### src/rtl/fwp_pkg.sv
package fwp_pkg;
  localparam logic [1:0] BURST_FIXED = 2'b00;
  localparam logic [1:0] RESP_OKAY   = 2'b00;
  localparam logic [1:0] RESP_SLVERR = 2'b10;
  localparam int unsigned MAX_FIXED_LEN = 15;

  typedef enum logic [1:0] {
    ST_ADDR = 2'd0,
    ST_DATA = 2'd1,
    ST_RESP = 2'd2
  } port_state_e;
endpackage

### src/rtl/fwp_lane_mask.sv
module fwp_lane_mask #(
  parameter int STRB_W = 4,
  localparam int LANE_W = $clog2(STRB_W)
) (
  input  logic [LANE_W-1:0] addr_lo,
  input  logic [2:0]        size,
  output logic [STRB_W-1:0] mask
);
  for (genvar i = 0; i < STRB_W; i++) begin : g_lane
    localparam int LANE = i;
    logic [31:0] lane_blk, addr_blk;
    assign lane_blk = 32'(LANE) >> size;
    assign addr_blk = 32'(addr_lo) >> size;
    assign mask[i]  = (lane_blk == addr_blk) && (32'(LANE) >= 32'(addr_lo));
  end
endmodule

### src/rtl/fwp_queue.sv
module fwp_queue #(
  parameter int W     = 36,
  parameter int DEPTH = 8,
  localparam int PTR_W = $clog2(DEPTH),
  localparam int CNT_W = PTR_W + 1
) (
  input  logic         clk,
  input  logic         rst_n,
  input  logic [W-1:0] in_data,
  input  logic         in_valid,
  output logic         in_ready,
  output logic [W-1:0] out_data,
  output logic         out_valid,
  input  logic         out_ready
);
  logic [W-1:0]     mem [DEPTH];
  logic [PTR_W-1:0] wr_ptr, rd_ptr;
  logic [CNT_W-1:0] count;
  logic             push, pop;

  assign in_ready  = (count != CNT_W'(DEPTH));
  assign out_valid = (count != '0);
  assign out_data  = mem[rd_ptr];
  assign push      = in_valid && in_ready;
  assign pop       = out_valid && out_ready;

  always_ff @(posedge clk) begin
    if (push) mem[wr_ptr] <= in_data;
  end

  always_ff @(posedge clk or negedge rst_n) begin
    if (!rst_n) begin
      wr_ptr <= '0;
      rd_ptr <= '0;
      count  <= '0;
    end else begin
      if (push) wr_ptr <= (wr_ptr == PTR_W'(DEPTH - 1)) ? '0 : wr_ptr + 1'b1;
      if (pop)  rd_ptr <= (rd_ptr == PTR_W'(DEPTH - 1)) ? '0 : rd_ptr + 1'b1;
      case ({push, pop})
        2'b10:   count <= count + 1'b1;
        2'b01:   count <= count - 1'b1;
        default: count <= count;
      endcase
    end
  end

  // nothing enters a full queue
  assert_no_overflow_R9: assert property (@(posedge clk) disable iff (!rst_n)
    (in_valid && count == CNT_W'(DEPTH)) |=> (count == CNT_W'(DEPTH)) || $past(pop));

  // head holds under back-pressure
  assert_head_hold_R10: assert property (@(posedge clk) disable iff (!rst_n)
    (out_valid && !out_ready) |=> (out_valid && $stable(out_data)));
endmodule

### src/rtl/fixed_fifo_wr_port.sv
module fixed_fifo_wr_port
  import fwp_pkg::*;
#(
  parameter int DATA_W = 32,
  parameter int ADDR_W = 16,
  parameter int ID_W   = 4,
  parameter int DEPTH  = 8,
  localparam int STRB_W   = DATA_W / 8,
  localparam int LANE_W   = $clog2(STRB_W),
  localparam int MAX_SIZE = LANE_W
) (
  input  logic              clk,
  input  logic              rst_n,
  input  logic [ID_W-1:0]   awid,
  input  logic [ADDR_W-1:0] awaddr,
  input  logic [7:0]        awlen,
  input  logic [2:0]        awsize,
  input  logic [1:0]        awburst,
  input  logic              awvalid,
  output logic              awready,
  input  logic [DATA_W-1:0] wdata,
  input  logic [STRB_W-1:0] wstrb,
  input  logic              wlast,
  input  logic              wvalid,
  output logic              wready,
  output logic [ID_W-1:0]   bid,
  output logic [1:0]        bresp,
  output logic              bvalid,
  input  logic              bready,
  output logic [DATA_W-1:0] q_data,
  output logic [STRB_W-1:0] q_strb,
  output logic              q_valid,
  input  logic              q_ready
);
  port_state_e       st;
  logic [ID_W-1:0]   id_q;
  logic [7:0]        len_q, cnt_q;
  logic [STRB_W-1:0] lane_d, lane_q;
  logic              hdr_err_d, hdr_err_q, prot_err_q, over_q;
  logic              aw_fire, w_fire, b_fire, drop;
  logic              push_valid, push_ready;
  logic [STRB_W+DATA_W-1:0] push_word, head_word;

  fwp_lane_mask #(.STRB_W(STRB_W)) u_lanes (
    .addr_lo (awaddr[LANE_W-1:0]),
    .size    (awsize),
    .mask    (lane_d)
  );

  assign hdr_err_d = (awburst != BURST_FIXED) ||
                     (awlen > 8'(MAX_FIXED_LEN)) ||
                     (awsize > 3'(MAX_SIZE));

  assign awready = (st == ST_ADDR);
  assign bvalid  = (st == ST_RESP);
  assign bid     = id_q;
  assign bresp   = (hdr_err_q || prot_err_q) ? RESP_SLVERR : RESP_OKAY;

  assign drop       = hdr_err_q || over_q;
  assign wready     = (st == ST_DATA) && (drop || push_ready);
  assign push_valid = (st == ST_DATA) && wvalid && !drop;
  assign push_word  = {wstrb & lane_q, wdata};

  assign aw_fire = awvalid && awready;
  assign w_fire  = wvalid && wready;
  assign b_fire  = bvalid && bready;

  fwp_queue #(.W(STRB_W + DATA_W), .DEPTH(DEPTH)) u_queue (
    .clk       (clk),
    .rst_n     (rst_n),
    .in_data   (push_word),
    .in_valid  (push_valid),
    .in_ready  (push_ready),
    .out_data  (head_word),
    .out_valid (q_valid),
    .out_ready (q_ready)
  );

  assign q_data = head_word[DATA_W-1:0];
  assign q_strb = head_word[STRB_W+DATA_W-1:DATA_W];

  always_ff @(posedge clk or negedge rst_n) begin
    if (!rst_n) begin
      st         <= ST_ADDR;
      id_q       <= '0;
      len_q      <= '0;
      cnt_q      <= '0;
      lane_q     <= '0;
      hdr_err_q  <= 1'b0;
      prot_err_q <= 1'b0;
      over_q     <= 1'b0;
    end else begin
      case (st)
        ST_ADDR: if (aw_fire) begin
          st         <= ST_DATA;
          id_q       <= awid;
          len_q      <= awlen;
          lane_q     <= lane_d;
          hdr_err_q  <= hdr_err_d;
          prot_err_q <= 1'b0;
          over_q     <= 1'b0;
          cnt_q      <= '0;
        end
        ST_DATA: if (w_fire) begin
          if (wlast) begin
            st <= ST_RESP;
            if (cnt_q != len_q || over_q) prot_err_q <= 1'b1;
          end else if (!drop) begin
            if (cnt_q == len_q) begin
              over_q     <= 1'b1;
              prot_err_q <= 1'b1;
            end else begin
              cnt_q <= cnt_q + 1'b1;
            end
          end
        end
        ST_RESP: if (b_fire) st <= ST_ADDR;
        default: st <= ST_ADDR;
      endcase
    end
  end

  // one transaction open at a time
  assert_aw_closed_R9: assert property (@(posedge clk) disable iff (!rst_n)
    aw_fire |=> !awready);

  // response fields hold until taken
  assert_resp_hold_R5: assert property (@(posedge clk) disable iff (!rst_n)
    (bvalid && !bready) |=> (bvalid && $stable(bid) && $stable(bresp)));

  // no data accepted while a response is pending
  assert_no_beat_in_resp_R5: assert property (@(posedge clk) disable iff (!rst_n)
    bvalid |-> !wready);

  // full queue stalls a pushing burst
  assert_stall_full_R9: assert property (@(posedge clk) disable iff (!rst_n)
    (push_valid && !push_ready) |-> !wready);
endmodule

### config.mk
export PLATFORM = sky130hd
export DESIGN_NAME = fixed_fifo_wr_port
export DESIGN_NICKNAME = d
export VERILOG_FILES = /design/src/rtl/fwp_pkg.sv /design/src/rtl/fwp_lane_mask.sv /design/src/rtl/fwp_queue.sv /design/src/rtl/fixed_fifo_wr_port.sv
export SDC_FILE = /design/constraint.sdc
export NUM_CORES = 1
export LEC_CHECK = 0
export BUFFER_PORTS_ARGS = -buffer_cell sky130_fd_sc_hd__buf_2
export CORE_MARGIN = 3
export CORE_UTILIZATION = 40
export CTS_BUF_LIST = sky130_fd_sc_hd__clkbuf_4 sky130_fd_sc_hd__clkbuf_8
export CTS_CLUSTER_DIAMETER = 150
export DETAILED_ROUTE_END_ITERATION = 7
export PLACE_DENSITY = 0.56
export SLEW_MARGIN = 20
export SYNTH_ARGS = -nofsm -noshare
export SYNTH_HDL_FRONTEND = slang
export SYNTH_SLANG_ARGS = --single-unit
### constraint.sdc
create_clock -name clk -period 5.35 [get_ports clk]
set_input_delay 0.2675 -clock clk [delete_from_list [all_inputs] [get_ports clk]]
set_output_delay 0.2675 -clock clk [all_outputs]
set_load 0.05 [all_outputs]
# Yosys cells after proc, flatten, opt, wreduce, memory -nomap -nowiden
# Memory sizes are Yosys's and may differ from the RTL's.
# Index checks and enable logic that the tools add are counted.
# word_totals
ff_bits,39
ramBits,288
input_bits,76
out_inout_bits,46
elab_cells,107
n_memories,1
# op_classes
add_sub_neg,5
order_cmp,5
n_eq_ne,24
n_shift,5
mux,27
bitwise,1
reduce_logical,28
# mem_list
name,depth,word_bits,read_ports,rd_ports_with_merged_regs,write_ports,line_no,rtl
u_queue.mem,8,36,1,0,1,fwp_queue.sv:16,logic [W-1:0] mem [DEPTH];
# op_table
op,n
$eq A32 B32 Y1,4
$shr A1 B3 Y32 const A,2
$shr A2 B3 Y32 const A,2
$mux W8,5
$shr A2 B3 Y32,1
$reduce_and A6 Y1,3
$pmux W8 S2,1
$logic_and A1 B1 Y1,11
$mux W1,10
$mux W2,5
$ne A2 B2 Y1 const B,5
$add A8 B1 Y8 const B,1
$eq A8 B8 Y1,1
$gt A8 B4 Y1 const B,1
$ne A8 B8 Y1,1
$pmux W4 S2,1
$add A3 B1 Y3 const B,2
$eq A3 B3 Y1 const B,2
$logic_or A1 B1 Y1,6
$mux W3,2
$ne A2 B1 Y1 const B,3
$ne A3 B2 Y1 const B,2
$pmux W2 S3,1
$reduce_bool A2 Y1,3
other kinds (16),20

# Logic depth before layout (Yosys ltp)
# depth
word_depth,6
depth_mapped,10
depth_no_buf,10

# Hierarchy
# A second synthesis with hierarchy kept.
# hier_totals
hier_cells,656
hier_area_um2,13002.5
# by_module_without_submodules
mod,n_inst,cells_per_inst,area_each_um2,seq_area_each_um2
fwp_queue,1,481,11474.8,8898.5
fixed_fifo_wr_port,1,167,1492.7,725.7
fwp_lane_mask,1,8,35.0,0.0

# Worst setup path before layout
# No wires, ideal clock.
# synth_path
path_kind,reg2reg
startpoint,register st[1]
endpoint,memory u_queue.mem[0][0] (enable)
setup_time_ns,0.474
t_arrival_ns,3.736
required_time_ns,4.876
slack_ns,1.140
path_stages_with_launch,5
path_buffers,0
synth_period_minus_slack_ns,4.210
cell_sequence,dfrtp_1 and3b_1 nand3b_1 or2_2 nor3_1
# synth_via
elab_chain_cells,6
# synth_rtl
item,line_no,rtl
"start, declared",fixed_fifo_wr_port.sv:35,port_state_e st;
"start signal, assigned",fixed_fifo_wr_port.sv:84,st <= ST_ADDR;
"start signal, assigned",fixed_fifo_wr_port.sv:95,st <= ST_DATA;
"start signal, assigned",fixed_fifo_wr_port.sv:106,st <= ST_RESP;
$eq A2 B1 Y1,fixed_fifo_wr_port.sv:61,assign push_valid = (st == ST_DATA) && wvalid && !drop;
$logic_and A1 B1 Y1 (2 in a row),fixed_fifo_wr_port.sv:61,
$logic_and A1 B1 Y1,fwp_queue.sv:24,assign push = in_valid && in_ready;
$mux W1,fwp_queue.sv:28,if (push) mem[wr_ptr] <= in_data;
$mux W1 (not written as such),fwp_queue.sv:28,
"end, declared",fwp_queue.sv:16,
# No other way between the ends.

# Worst setup path after layout
# layout_path
startpoint,register u_queue.rd_ptr[0]
endpoint,output q_data[1]
# layout_via
elab_chain_cells,1
# layout_rtl
item,line_no,rtl
"start, declared",fwp_queue.sv:17,"logic [PTR_W-1:0] wr_ptr, rd_ptr;"
"start signal, assigned",fwp_queue.sv:38,if (pop) rd_ptr <= (rd_ptr == PTR_W'(DEPTH - 1)) ? '0 : rd_ptr + 1'b1;
$mem_v2 Z8 W36,-,
"end, declared",fixed_fifo_wr_port.sv:30,"output logic [DATA_W-1:0] q_data,"
# No other way between the ends.

==> impl_metrics.csv <==
group,metric,value,unit
routing,ant_nets,0,
placement,dpl.hpwl,15080,um
routing,firstDrtPassIters,4,
yosys,yosys_register_bits,327,
floorplanning,fp.dieW,185.5,um
cts,cts_tree,"done",
yosys,synth-edff-count,288,
yosys,synth.most_common_cell,"edfxtp_1",
floorplanning,io-pin-count,122,
global_route,antenna_found_initial,0,
setup_path,r2r_slack,2.35,ns
setup_path,end_kind,"output port",
yosys,synth_cell_types,49,
finish,area_growth,20.48,%
yosys,synth.top_cells.by_count,"288 x edfxtp_1, 72 x mux4_2, 56 x nand2_1",
setup_path,worst-endpoint-required,5.08,ns
floorplanning,coreArea,31640,sq um
routing,via_per_inst,5.134,
setup_path,setup.worst_path.end,"q_data[1]",
routing,avgRoutedWirePerCell,20.68,um
placement,routabilityCongestion,0.7286,
global_route,grt_use_total,0.1578,
floorplanning,start_util,0.4074,
setup_path,startpoint,"u_queue.rd_ptr[0]",
cts,clk_pin_slew_worst_paths,0.06,ns
global_route,grt_pass1_vias,7282,
setup_path,r2r_cells,5,
yosys,ys_warn_count,0,
floorplanning,die_area,34410,sq um
finish,nNetsFinal,930,
yosys,netlist.area_leader.share,0.6709,
routing,wirelength,26680,um
pwr,power,7.857,mW
global_route,grt_pass1_wl,41190,um
sta,relSlewSlack,0.3172,
setup_path,arrival,3.06,ns
sta,tns,0,ns
sta,slew_violations,0,
placement,port_buffers,106,
sta,worst_pin_slew,1.022,ns
pwr,ir_drop,0.3703,mV
finish,antenna_cells,0,
sta,max_freq,300.1,MHz
yosys,yosys-top-cells-area,"edfxtp_1 67%, mux4_2 13%, dfrtp_1 7.6%",
yosys,synth.net_count,731,
yosys,syn_area_per_cell,19.92,sq um
yosys,synth_async_sr_flop_share,0.1193,
min_path,hold_path.class,"primary input to flip-flop",
job,maxCapViolCount,0,
cts,htree_levels,2,
cts,cts-root-buf,"clkbuf_8",
setup_path,crit-reg2reg-launch,"over_q",
routing,drtIter0Drc,299,
floorplanning,die_h,185.5,um
sta,hold_violations,0,
yosys,ys.flop_type,"edfxtp_1",
setup_path,start_kind,"flip-flop",
yosys,yosys.area.top_type,"edfxtp_1",
routing,vias,6623,
placement,placed_cell_area,13940,sq um
global_route,grt_max_degree,75,
yosys,ys_seq_area_frac,0.7467,
cts,clock-sinks,327,
cts,cts_buffer_depth,3,
pwr,cellLeakagePower,5.389,nW
pwr,p_per_area,505.9,nW/um^2
setup_path,crit_fanout,35,
yosys,synth_area,12890,sq um
finish,design_area,15530,sq um
floorplanning,placementRows,65,
sta,setup_violations,0,
yosys,synthesis.instances,647,
sta,finalCritPeriodShare,0.6228,
setup_path,path_class,"flip-flop to output port",
sta,fin_crit,3.332,ns
cts,clk_latency,0.56,ns
global_route,grt.overflow.total,0,
setup_path,r2r-end,"u_queue.mem[2][9]",
sta,skew,0.01579,ns
sta,rsz0062_at_grt,"false",
routing,drc,0,
cts,cts_buffers,53,
finish,drive_gt1_frac,0.3626,
status,outcome,"finished clean",
## registers in the layout (all words and copies together), names as in the netlist
| signal | cells |
|---|---|
| bid | 4 |
| cnt_q | 8 |
| hdr_err_q | 1 |
| lane_q | 4 |
| len_q | 8 |
| over_q | 1 |
| prot_err_q | 1 |
| st | 2 |
| u_queue.count | 4 |
| u_queue.mem | 288 |
| u_queue.rd_ptr | 3 |
| u_queue.wr_ptr | 3 |
## what timing repair did
item | in CTS | in global routing
hold buffers | 55 | 0
hold endpoints to repair | 314 | 0
gates resized for setup | 0 | 0
buffers inserted | 0 | 0
## cells by family after synthesis
family,Yosys count,synth area share
AOI/OAI and AO/OA,30,0.01582
buffers and inverters,32,0.01126
DFF,327,0.7467
xor gates and xnor gates,13,0.008833
adders and majority gates,8,0.007766
and+or+nand+nor,123,0.04785
muxes,113,0.1615
other,1,0.0002909
## worst max-delay path: stages (launching register included)
cell and delay, ns:
dfrtp_4 0.88, buf_4 0.54, mux4_2 0.56, mux2_2 0.29, buf_2 0.22
## final cells by class
type	count	area (sq um)
multi-input cells	288	3176
flip-flops and latches	327	9633
well taps	402	503.0
fillers	2571	16110
repair buffers	173	1184
clock inverters	31	190.2
clock buffers	66	833.3
inverters	3	11.26
## power breakdown
| group | switching, mW | leakage [nW] | internal (mW) |
|---|---|---|---|
| clock network | 0.944 | 0.541 | 1.12 |
| registers | 0.302 | 3.06 | 2.92 |
| logic | 1.53 | 1.79 | 1.03 |
## worst min path at each step
stage | start | end | slack (ns) | depth (start not counted)
after detailed placement | rst_n | len_q[0] | 0.43 | 1
after CTS | awsize[2] | lane_q[3] | 0.009 | 3
after global placement | rst_n | len_q[6] | 0.42 | 1
final | awsize[2] | lane_q[2] | 0.03 | 3
after global routing | awsize[2] | lane_q[3] | 0.03 | 3
after floorplan | rst_n | bid[0] | -0.03 | 0
## through the flow
stage / hold WS [ns] / instances / setup slack [ns] / util
after CTS: 0.008669 / 1289 / 1.870 / 0.4903
after detailed placement: 0.4347 / 1137 / 2.261 / 0.4405
final: 0.03439 / 1290 / 2.018 / 0.4909
after global placement: 0.4223 / 1137 / 2.345 / 0.4405
after floorplan: -0.02809 / 647 / 1.140 / -
after global routing: 0.03060 / 1290 / 1.743 / 0.4909
## placed cells by master (no fill, tap or decap), drive strengths merged, types with 2 or more instances in the layout
master / netlist / routed
o21ai: 5 / 5
dfrtp: 39 / 39
xnor2: 9 / 9
a21o: 2 / 2
clkinv: 0 / 27
a21oi: 6 / 6
nand4: 4 / 4
nor4: 2 / 2
o311ai: 3 / 3
ha: 8 / 8
inv: 3 / 5
o31ai: 2 / 2
nand2b: 4 / 4
or4: 7 / 7
nor3: 3 / 3
mux4: 72 / 72
dlygate4sd3: 0 / 55
nand4b: 2 / 2
nor2: 19 / 19
nand2: 56 / 56
o211ai: 4 / 4
and2: 7 / 7
clkbuf: 15 / 66
mux2: 40 / 40
xor2: 4 / 4
nand3: 8 / 8
or2: 2 / 2
buf: 14 / 118
bufinv: 0 / 2
edfxtp: 288 / 288
nor2b: 2 / 2
## routing by layer
layer	track usage	vias up	part of all wire
li1	-	3022	-
met1	0.2055	3406	0.42
met2	0.2739	164	0.52
met3	0.03146	31	0.045
met4	0.04052	0	0.015
met5	0	-	0
No activity file was read; power rests on OpenSTA's default activity.
